## config.mk

```make
export PLATFORM = sky130hd
export DESIGN_NAME = display_cmd_parser
export DESIGN_NICKNAME = d
export VERILOG_FILES = /design/src/rtl/dcp_pkg.sv /design/src/rtl/dcp_decode.sv /design/src/rtl/dcp_seq.sv /design/src/rtl/dcp_regs.sv /design/src/rtl/display_cmd_parser.sv
export SDC_FILE = /design/constraint.sdc
export NUM_CORES = 1
export LEC_CHECK = 0
export ABC_AREA = 1
export BUFFER_PORTS_ARGS = -buffer_cell sky130_fd_sc_hd__buf_2
export CAP_MARGIN = 20
export CORE_ASPECT_RATIO = 2
export CORE_UTILIZATION = 56
export CTS_BUF_LIST = sky130_fd_sc_hd__clkbuf_4
export CTS_CLUSTER_SIZE = 24
export DETAILED_ROUTE_END_ITERATION = 10
export PLACE_DENSITY_LB_ADDON = 0.08
export SLEW_MARGIN = 10
export SYNTH_ARGS = -nofsm -noshare
export SYNTH_HDL_FRONTEND = slang
export SYNTH_HIERARCHICAL = 1
export SYNTH_SLANG_ARGS = --single-unit
```

## constraint.sdc

```tcl
create_clock -name clk -period 3 [get_ports clk]
set_input_delay 0.15 -clock clk [delete_from_list [all_inputs] [get_ports clk]]
set_output_delay 0.15 -clock clk [all_outputs]
set_load 0.05 [all_outputs]
```

## src/rtl/dcp_pkg.sv

```systemverilog
package dcp_pkg;

    localparam int BYTE_W  = 8;
    localparam int COL_W   = 7;
    localparam int PAGE_W  = 3;
    localparam int LINE_W  = 6;
    localparam int MUX_W   = 6;
    localparam int VCOM_W  = 3;
    localparam int AMODE_W = 2;
    localparam int PINS_W  = 2;

    localparam logic [BYTE_W-1:0] CONTRAST_RST = 8'h7F;
    localparam logic [MUX_W-1:0]  MUX_RST      = '1;
    localparam logic [COL_W-1:0]  COL_END_RST  = '1;
    localparam logic [PAGE_W-1:0] PAGE_END_RST = '1;

    typedef enum logic [3:0] {
        OP_NONE,
        OP_SINGLE,
        OP_CONTRAST,
        OP_AMODE,
        OP_COLWIN,
        OP_PAGEWIN,
        OP_MUX,
        OP_OFFSET,
        OP_COMCFG,
        OP_CLKDIV,
        OP_PRECH,
        OP_VCOM,
        OP_PUMP
    } op_e;

    typedef enum logic [1:0] {
        ST_IDLE,
        ST_ARG0,
        ST_ARG1
    } st_e;

    typedef struct packed {
        op_e        op;
        logic [1:0] nargs;
    } dec_t;

    typedef struct packed {
        logic              fire;
        op_e               op;
        logic [BYTE_W-1:0] lead;
        logic [BYTE_W-1:0] a0;
        logic [BYTE_W-1:0] a1;
    } evt_t;

    typedef struct packed {
        logic [BYTE_W-1:0]  contrast;
        logic               disp_on;
        logic               inverse;
        logic               all_on;
        logic [AMODE_W-1:0] addr_mode;
        logic               seg_remap;
        logic               com_rev;
        logic [MUX_W-1:0]   mux_ratio;
        logic [LINE_W-1:0]  disp_offset;
        logic [LINE_W-1:0]  start_line;
        logic [PINS_W-1:0]  com_cfg;
        logic [BYTE_W-1:0]  clk_div;
        logic [BYTE_W-1:0]  precharge;
        logic [VCOM_W-1:0]  vcom_level;
        logic               pump_en;
        logic [COL_W-1:0]   col_start;
        logic [COL_W-1:0]   col_end;
        logic [PAGE_W-1:0]  page_start;
        logic [PAGE_W-1:0]  page_end;
    } cfg_t;

    function automatic cfg_t cfg_reset();
        cfg_t c;
        c             = '0;
        c.contrast    = CONTRAST_RST;
        c.mux_ratio   = MUX_RST;
        c.col_end     = COL_END_RST;
        c.page_end    = PAGE_END_RST;
        return c;
    endfunction

    function automatic logic is_single(input logic [BYTE_W-1:0] b);
        logic hit;
        hit = (b[7:6] == 2'b01);
        case (b)
            8'hA0, 8'hA1, 8'hA4, 8'hA5, 8'hA6, 8'hA7,
            8'hAE, 8'hAF, 8'hC0, 8'hC8: hit = 1'b1;
            default: ;
        endcase
        return hit;
    endfunction

    function automatic dec_t decode_op(input logic [BYTE_W-1:0] b);
        dec_t d;
        d.op    = OP_NONE;
        d.nargs = 2'd0;
        case (b)
            8'h81: begin d.op = OP_CONTRAST; d.nargs = 2'd1; end
            8'h20: begin d.op = OP_AMODE;    d.nargs = 2'd1; end
            8'h21: begin d.op = OP_COLWIN;   d.nargs = 2'd2; end
            8'h22: begin d.op = OP_PAGEWIN;  d.nargs = 2'd2; end
            8'hA8: begin d.op = OP_MUX;      d.nargs = 2'd1; end
            8'hD3: begin d.op = OP_OFFSET;   d.nargs = 2'd1; end
            8'hDA: begin d.op = OP_COMCFG;   d.nargs = 2'd1; end
            8'hD5: begin d.op = OP_CLKDIV;   d.nargs = 2'd1; end
            8'hD9: begin d.op = OP_PRECH;    d.nargs = 2'd1; end
            8'hDB: begin d.op = OP_VCOM;     d.nargs = 2'd1; end
            8'h8D: begin d.op = OP_PUMP;     d.nargs = 2'd1; end
            default: if (is_single(b)) d.op = OP_SINGLE;
        endcase
        return d;
    endfunction

    function automatic logic takes_two(input op_e op);
        return (op == OP_COLWIN) || (op == OP_PAGEWIN);
    endfunction

endpackage

```

## src/rtl/dcp_decode.sv

```systemverilog
module dcp_decode
    import dcp_pkg::*;
(
    input  logic [BYTE_W-1:0] byte_in,
    output dec_t              dec
);
    always_comb dec = decode_op(byte_in);
endmodule

```

## src/rtl/dcp_seq.sv

```systemverilog
module dcp_seq
    import dcp_pkg::*;
(
    input  logic              clk,
    input  logic              rst,
    input  logic              byte_valid,
    input  logic [BYTE_W-1:0] byte_in,
    input  dec_t              dec,
    output evt_t              evt,
    output logic              idle
);
    st_e               st;
    op_e               pend;
    logic [BYTE_W-1:0] first;

    always_ff @(posedge clk) begin
        if (rst) begin
            st    <= ST_IDLE;
            pend  <= OP_NONE;
            first <= '0;
        end else if (byte_valid) begin
            case (st)
                ST_IDLE: begin
                    if (dec.nargs != 2'd0) begin
                        pend <= dec.op;
                        st   <= ST_ARG0;
                    end
                end
                ST_ARG0: begin
                    if (takes_two(pend)) begin
                        first <= byte_in;
                        st    <= ST_ARG1;
                    end else begin
                        st <= ST_IDLE;
                    end
                end
                default: st <= ST_IDLE;
            endcase
        end
    end

    always_comb begin
        evt      = '0;
        evt.op   = OP_NONE;
        if (byte_valid) begin
            case (st)
                ST_IDLE: begin
                    if (dec.op == OP_SINGLE) begin
                        evt.fire = 1'b1;
                        evt.op   = OP_SINGLE;
                        evt.lead = byte_in;
                    end
                end
                ST_ARG0: begin
                    if (!takes_two(pend)) begin
                        evt.fire = 1'b1;
                        evt.op   = pend;
                        evt.a0   = byte_in;
                    end
                end
                default: begin
                    evt.fire = 1'b1;
                    evt.op   = pend;
                    evt.a0   = first;
                    evt.a1   = byte_in;
                end
            endcase
        end
    end

    assign idle = (st == ST_IDLE);
endmodule

```

## src/rtl/dcp_regs.sv

```systemverilog
module dcp_regs
    import dcp_pkg::*;
(
    input  logic clk,
    input  logic rst,
    input  evt_t evt,
    output cfg_t cfg,
    output logic col_done,
    output logic page_done
);
    always_ff @(posedge clk) begin
        if (rst) begin
            cfg       <= cfg_reset();
            col_done  <= 1'b0;
            page_done <= 1'b0;
        end else begin
            col_done  <= evt.fire && (evt.op == OP_COLWIN);
            page_done <= evt.fire && (evt.op == OP_PAGEWIN);
            if (evt.fire) begin
                case (evt.op)
                    OP_SINGLE: begin
                        if (evt.lead[7:6] == 2'b01)
                            cfg.start_line <= evt.lead[LINE_W-1:0];
                        case (evt.lead)
                            8'hA0, 8'hA1: cfg.seg_remap <= evt.lead[0];
                            8'hA4, 8'hA5: cfg.all_on    <= evt.lead[0];
                            8'hA6, 8'hA7: cfg.inverse   <= evt.lead[0];
                            8'hAE, 8'hAF: cfg.disp_on   <= evt.lead[0];
                            8'hC0, 8'hC8: cfg.com_rev   <= evt.lead[3];
                            default: ;
                        endcase
                    end
                    OP_CONTRAST: cfg.contrast    <= evt.a0;
                    OP_AMODE:    cfg.addr_mode   <= evt.a0[AMODE_W-1:0];
                    OP_MUX:      cfg.mux_ratio   <= evt.a0[MUX_W-1:0];
                    OP_OFFSET:   cfg.disp_offset <= evt.a0[LINE_W-1:0];
                    OP_COMCFG:   cfg.com_cfg     <= evt.a0[5:4];
                    OP_CLKDIV:   cfg.clk_div     <= evt.a0;
                    OP_PRECH:    cfg.precharge   <= evt.a0;
                    OP_VCOM:     cfg.vcom_level  <= evt.a0[6:4];
                    OP_PUMP:     cfg.pump_en     <= evt.a0[2];
                    OP_COLWIN: begin
                        cfg.col_start <= evt.a0[COL_W-1:0];
                        cfg.col_end   <= evt.a1[COL_W-1:0];
                    end
                    OP_PAGEWIN: begin
                        cfg.page_start <= evt.a0[PAGE_W-1:0];
                        cfg.page_end   <= evt.a1[PAGE_W-1:0];
                    end
                    default: ;
                endcase
            end
        end
    end
endmodule

```

## src/rtl/display_cmd_parser.sv

```systemverilog
module display_cmd_parser
    import dcp_pkg::*;
(
    input  logic              clk,
    input  logic              rst,
    input  logic              byte_valid,
    input  logic [BYTE_W-1:0] byte_in,
    output logic [BYTE_W-1:0] contrast,
    output logic              disp_on,
    output logic              inverse,
    output logic              all_on,
    output logic [AMODE_W-1:0] addr_mode,
    output logic              seg_remap,
    output logic              com_rev,
    output logic [MUX_W-1:0]  mux_ratio,
    output logic [LINE_W-1:0] disp_offset,
    output logic [LINE_W-1:0] start_line,
    output logic [PINS_W-1:0] com_cfg,
    output logic [BYTE_W-1:0] clk_div,
    output logic [BYTE_W-1:0] precharge,
    output logic [VCOM_W-1:0] vcom_level,
    output logic              pump_en,
    output logic [COL_W-1:0]  col_start,
    output logic [COL_W-1:0]  col_end,
    output logic [PAGE_W-1:0] page_start,
    output logic [PAGE_W-1:0] page_end,
    output logic              col_win_done,
    output logic              page_win_done
);
    dec_t dec;
    evt_t evt;
    cfg_t cfg;
    logic seq_idle;

    dcp_decode u_decode (
        .byte_in (byte_in),
        .dec     (dec)
    );

    dcp_seq u_seq (
        .clk        (clk),
        .rst        (rst),
        .byte_valid (byte_valid),
        .byte_in    (byte_in),
        .dec        (dec),
        .evt        (evt),
        .idle       (seq_idle)
    );

    dcp_regs u_regs (
        .clk       (clk),
        .rst       (rst),
        .evt       (evt),
        .cfg       (cfg),
        .col_done  (col_win_done),
        .page_done (page_win_done)
    );

    assign contrast    = cfg.contrast;
    assign disp_on     = cfg.disp_on;
    assign inverse     = cfg.inverse;
    assign all_on      = cfg.all_on;
    assign addr_mode   = cfg.addr_mode;
    assign seg_remap   = cfg.seg_remap;
    assign com_rev     = cfg.com_rev;
    assign mux_ratio   = cfg.mux_ratio;
    assign disp_offset = cfg.disp_offset;
    assign start_line  = cfg.start_line;
    assign com_cfg     = cfg.com_cfg;
    assign clk_div     = cfg.clk_div;
    assign precharge   = cfg.precharge;
    assign vcom_level  = cfg.vcom_level;
    assign pump_en     = cfg.pump_en;
    assign col_start   = cfg.col_start;
    assign col_end     = cfg.col_end;
    assign page_start  = cfg.page_start;
    assign page_end    = cfg.page_end;
endmodule

```

==> impl_metrics.yaml, run 1 <==
outcome:
  status: "finished clean"
floorplan:
  coreArea_sq_mm: 0.00699
  ios: 88
  dieArea_sq_mm: 0.00768
  rows: 43
  die_w_microns: 62.5
  die_y_microns: 123
  start_util: 0.586
grt:
  grt_max_degree: 76
  antenna_found_initial: 1
  grt.total_usage: 0.290
  grt_pass1_vias: 3770
  grt-ovfl-total: 0
  grt_pass1_wl_mm: 17.4
routing:
  finalWirelength_mm: 10.6
  wl_per_cell_microns: 13.5
  drt_iter0_drc: 369
  routed_via_density: 5.22
  dr.pass1.iters: 5
  num_vias: 4101
  drtAntennaViolNets: 0
  drc: 0
layout:
  register_area_sq_mm: 0.00182
  nets: 701
  final_layout_size_suffix_gt1_frac: 0.213
  nFillCells: 672
  fin_util: 0.687
  multi_input_area_sq_mm: 0.00199
  areaGrowthSynthToFinish_pct: 17.3
critical_path:
  cp_max_fo: 10
  cp.arrival_ns: 3.01
  crit_path_frequent_cell: "nor2_1"
  crit_path_end_kind: "flip-flop"
  critical_path_class: "in2reg"
  crit_buf_inv: 5
  cp_slowest_cell: "dlygate4sd3_1"
  cp_cell_sequence: "dlygate4sd3_1 > buf_2 > inv_1 > nand2_1 > nor2_1 > nand2_1 > nand2_1 > nor2_1 > nand3_1 > inv_1 > nor2_1 > nand3_2 > nand3_1 > nand2_1 > nor2_2 > nand2_2 > nor2_4 > inv_1 > nor2_1 > nor2_1"
  critPathTopFamily: "simple AND/OR/NAND/NOR gates"
  start_kind: "input port"
  cpPeakStageDelay_ns: 0.54
  crit_required_ns: 3.34
placement:
  gp_routability_congestion: 0.894
  io_buffers: 87
  dp_hpwl_mm: 7.91
timing:
  rsz0062_at_grt: "false"
  worst_slew_pin_slew_ns: 0.938
  timing.fmax_mhz: 375
  fin_crit_ns: 2.67
  fin_crit_sh: 0.889
  finalClockSkew_ns: 0.0133
  drv_slew: 0
  setup_violations: 0
  fin_hold_ws_ns: 0.0311
  maxSlewHeadroom: 0.368
  setup_tns_ns: 0
  final-hold-violation-count: 0
yosys:
  synth_nets: 612
  synth_warnings: 6
  postSynthCellCount: 601
  syn_area_sq_mm: 0.00410
  syn_avg_cell_area_sq_um: 6.82
flow_run:
  cap_viol_max_count: 0
power:
  vdd_ir_drop_max_mv: 0.297
  p_per_area_mw_per_mm2: 432
  leakagePower_uw: 0.00241
cts:
  clock-root-buffer: "clkbuf_4"
  cts_tree: "yes"
  clock_latency_ns: 0.44
  clock-sinks: 91
  path_clk_slew_ns: 0.14
  cts-buffers-inserted: 9
  htreeDepth: 3
  cts_buffer_depth: 2
hold_path:
  min_path_type: "in2reg"
-- through the flow --
stage	instances	power [uW]	area [sq um]	worst slack, ns
finish	786	2080	4810	0.332
detailed placement	766	1350	4610	0.289
global placement	766	1350	4610	0.399
CTS	785	2090	4800	0.192
floorplan	601	1310	4100	0.835
global route	786	2150	4810	0.00562
-- layout make-up --
class                      instances  share of cell area
inverter                          51              0.0398
tap                               90              0.0234
clock buffer                       9              0.0141
sequential                        91               0.379
clock inverter                     7              0.0190
multi-input combinational        438               0.413
timing repair buffer              99               0.111
antenna                            1            0.000521
-- final timing paths --
check | start | end | slack [ns] | cells after the start
min | byte_in[3] | u_seq/first[3] | 0.03 | 3
min reg2reg | u_regs/cfg[12] | u_regs/cfg[12] | 0.47 | 2
max reg2reg | u_seq/st[1] | u_regs/cfg[49] | 0.57 | 7
max | byte_in[4] | u_regs/cfg[34] | 0.33 | 20
-- registers in the layout, summed over array words and instances (netlist names) --
register	flops
u_regs/cfg	75
u_seq/pend	4
u_regs/col_done	1
u_seq/first	8
u_seq/st	2
u_regs/page_done	1
-- routing by layer --
metal / up-vias / GRT usage / share of wire
li1: 2072 / - / -
met1: 1862 / 0.299 / 0.37
met2: 142 / 0.555 / 0.54
met3: 25 / 0.0415 / 0.043
met4: 0 / 0.154 / 0.040
met5: - / 0 / 0
-- cells in the final DEF, fill, tap and decap left out, drive strengths merged, types with 2 or more instances in the layout --
master / count
nor2: 174
o21ai: 56
inv: 52
clkinv: 4
dfxtp: 91
nand3: 60
buf: 96
a21oi: 12
clkbuf: 9
nor3: 12
bufinv: 2
nand2: 120
dlygate4sd3: 3
nand4: 2
-- power breakdown --
| part | leakage, uW | switching [uW] | internal, uW |
|---|---|---|---|
| registers | 0.000734 | 0.882 | 1210 |
| clock network | 0.0000877 | 411 | 337 |
| logic | 0.00159 | 85.7 | 30.7 |
-- worst min-delay path, stage by stage --
cell	delay, ns
buf_2	0.14
nor3_1	0.07
nor2_1	0.09
-- what timing repair did --
| item | CTS | global route |
|---|---|---|
| hold buffers | 3 | 0 |
| endpoints found under the setup margin | 0 | 35 |
| resized for setup | 0 | 3 |
| endpoints found under the hold margin | 5 | 0 |
| setup buffers | 0 | 0 |
Note: power is estimated with default switching activity, not from simulation.
==> run 2: changes to the inputs <==
Settings changed: CORE_UTILIZATION 56 to 50.
==> run 2 against run 1 <==
  * Flip-flop and latch count unchanged
  * Global-route usage shrank 2.6 points
  * Register-to-register slack about the same
  * Worst setup slack got worse by 0.043 ns
  * Sequential power barely moved
  * Combinational power hardly changed
  * Cell count is 0.89% higher
  * Hold slack lost 0.00095 ns
  * Die area grew 12%
  * Non-clock buffer count rose by 1
  * Fmax is 1.6% lower
  * Via count shrank 1.3%
  * Largest cell class unchanged
==> impl_metrics.yaml, run 2 (synthesis gave the netlist of run 1 again) <==
cts:
  cts_buffer_depth: 2
  clock-root-buffer: "clkbuf_4"
  cts_tree: "yes"
  htreeDepth: 3
  path_clk_slew_ns: 0.14
  cts_setup_buffers: 0
  clock_latency_ns: 0.44
  clock-sinks: 91
  cts-buffers-inserted: 9
grt:
  grt.total_usage: 0.265
  grt_max_degree: 41
  grt-ovfl-total: 0
  grt_pass1_wl_mm: 17.2
  antenna_found_initial: 1
  grt_pass1_vias: 3652
routing:
  finalWirelength_mm: 10.9
  num_vias: 4049
  top_layer_used: "met4"
  dr_wl_met3_microns: 375
  drt-met1-wl_mm: 4.09
  dr_wl_met2_mm: 6.15
  drtAntennaViolNets: 0
  drc: 0
  dr.pass1.iters: 5
  routed_via_density: 5.11
  drt_iter0_drc: 382
  wl_per_cell_microns: 13.7
power:
  leakagePower_uw: 0.00240
  combinationalPowerShare: 0.058
  p_sw_frac: 0.251
  power_frac_clock: 0.340
  seq_power_share: 0.602
  internal-power_uw: 1510
  p_sw_uw: 505
  vdd_ir_drop_max_mv: 0.296
  p_per_area_mw_per_mm2: 419
layout:
  areaGrowthSynthToFinish_pct: 17.1
  top_register: "u_regs/cfg"
  fin_area_sq_mm: 0.00480
  final_common_cell: "nor2_1"
  nets: 702
  final_cell_mix: "nor2_1 (161), nand2_1 (112), dfxtp_1 (91)"
  final_layout_size_suffix_gt1_frac: 0.213
  fin_util: 0.604
  largest_reg_flops: 75
  reg.largest.list: "u_regs/cfg: 75 flops, u_seq/first: 8 flops, u_seq/pend: 4 flops"
floorplan:
  dieArea_sq_mm: 0.00858
  die_w_microns: 66.0
  ios: 88
  rows: 46
  die_y_microns: 130
  start_util: 0.516
  coreArea_sq_mm: 0.00794
timing:
  finalClockSkew_ns: 0.00886
  maxSlewHeadroom: 0.550
  setup_violations: 0
  worst_slew_pin_slew_ns: 0.669
  fin_crit_sh: 0.904
  rsz0062_at_grt: "true"
  fin_crit_ns: 2.71
  timing.fmax_mhz: 369
  finalWorstSetupSlack_ns: 0.288
  setup_tns_ns: 0
  final-hold-violation-count: 0
  drv_slew: 0
critical_path:
  critical_path_class: "in2reg"
  r2r_setup_slack_ns: 0.58
  crit_required_ns: 3.35
  reg2reg_depth: 9
  crit_path_frequent_cell: "nor2_1"
  start_kind: "input port"
  cp_cell_sequence: "dlygate4sd3_1 > buf_2 > inv_2 > nand2_1 > nor2_4 > nand2_1 > nand2_1 > nor2_1 > nand3_1 > inv_1 > nor2_1 > nand3_2 > nand3_1 > nand2_1 > inv_1 > nand3_2 > nor2_1 > inv_1 > nor2_1 > nor2_1"
  cp_max_fo: 10
  cp.arrival_ns: 3.06
  cpPeakStageDelay_ns: 0.54
  crit_path_end_kind: "flip-flop"
  rr_endpoint: "u_regs/cfg[24]"
  cp_slowest_cell: "dlygate4sd3_1"
  startpoint: "byte_in[5]"
  worstReg2RegStart: "u_seq/st[1]"
outcome:
  status: "finished clean"
placement:
  placed_area_sq_mm: 0.00463
  gp_routability_congestion: 0.857
  pre_cts_ws_ns: 0.322
  dp_hpwl_mm: 8.26
  io_buffers: 87
hold_path:
  min_path_type: "in2reg"
  min-delay-start: "byte_in[3]"
  hold_depth: 3
  hold_path_end: "u_seq/first[3]"
flow_run:
  cap_viol_max_count: 0
## run 2: worst max path at each step
stage | endpoint | slack (ns) | cells after the start
after detailed placement | u_regs/cfg[36] | 0.32 | 19
final | u_regs/cfg[23] | 0.29 | 20
after global routing | u_regs/cfg[35] | -0.008 | 19
after global placement | u_regs/cfg[37] | 0.37 | 17
after floorplan | u_regs/cfg[47] | 0.83 | 18
after CTS | u_regs/cfg[36] | 0.29 | 20
## run 2: critical path, delay by kind of cell
| family | cells | cell delay, ns |
|---|---|---|
| simple gates | 14 | 1.73 |
| buf+inv | 6 | 1.17 |
## run 2: metal layers
metal  up-vias  GRT usage
met3        16     0.0481
met4         0      0.110
met1      1842      0.274
met5         -          0
met2       115      0.502
li1       2076          -
## run 2: power by group through the flow
| stage | logic, uW | clock network [uW] | registers, uW |
|---|---|---|---|
| floorplan | 77.5 | 0 | 1240 |
| global placement | 112 | 0 | 1240 |
| detailed placement | 114 | 0 | 1240 |
| CTS | 116 | 703 | 1210 |
| global route | 130 | 756 | 1210 |
| finish | 117 | 685 | 1210 |
## run 2: timing repair
item / in CTS / in global routing
endpoints found under the setup margin: 0 / 21
resized for setup: 0 / 1
hold endpoints to repair: 6 / 0
hold buffers: 2 / 0
## run 2: area by class of cell
cell class	count	area, sq um
Timing Repair Buffer	100	538
Tap cell	96	120
Antenna cell	1	2.50
Fill cell	776	3150
Inverter	51	191
Clock inverter	6	63.8
Multi-Input combinational cell	438	1980
Sequential cell	91	1820
Clock buffer	10	75.1
## run 2: stage by stage
stage,total power [uW],hold slack [ns],instances
floorplan,1310,0.219,601
global route,2100,0.0132,793
CTS,2030,0.00378,792
finish,2010,0.0302,793
global placement,1350,0.424,774
detailed placement,1350,0.432,774
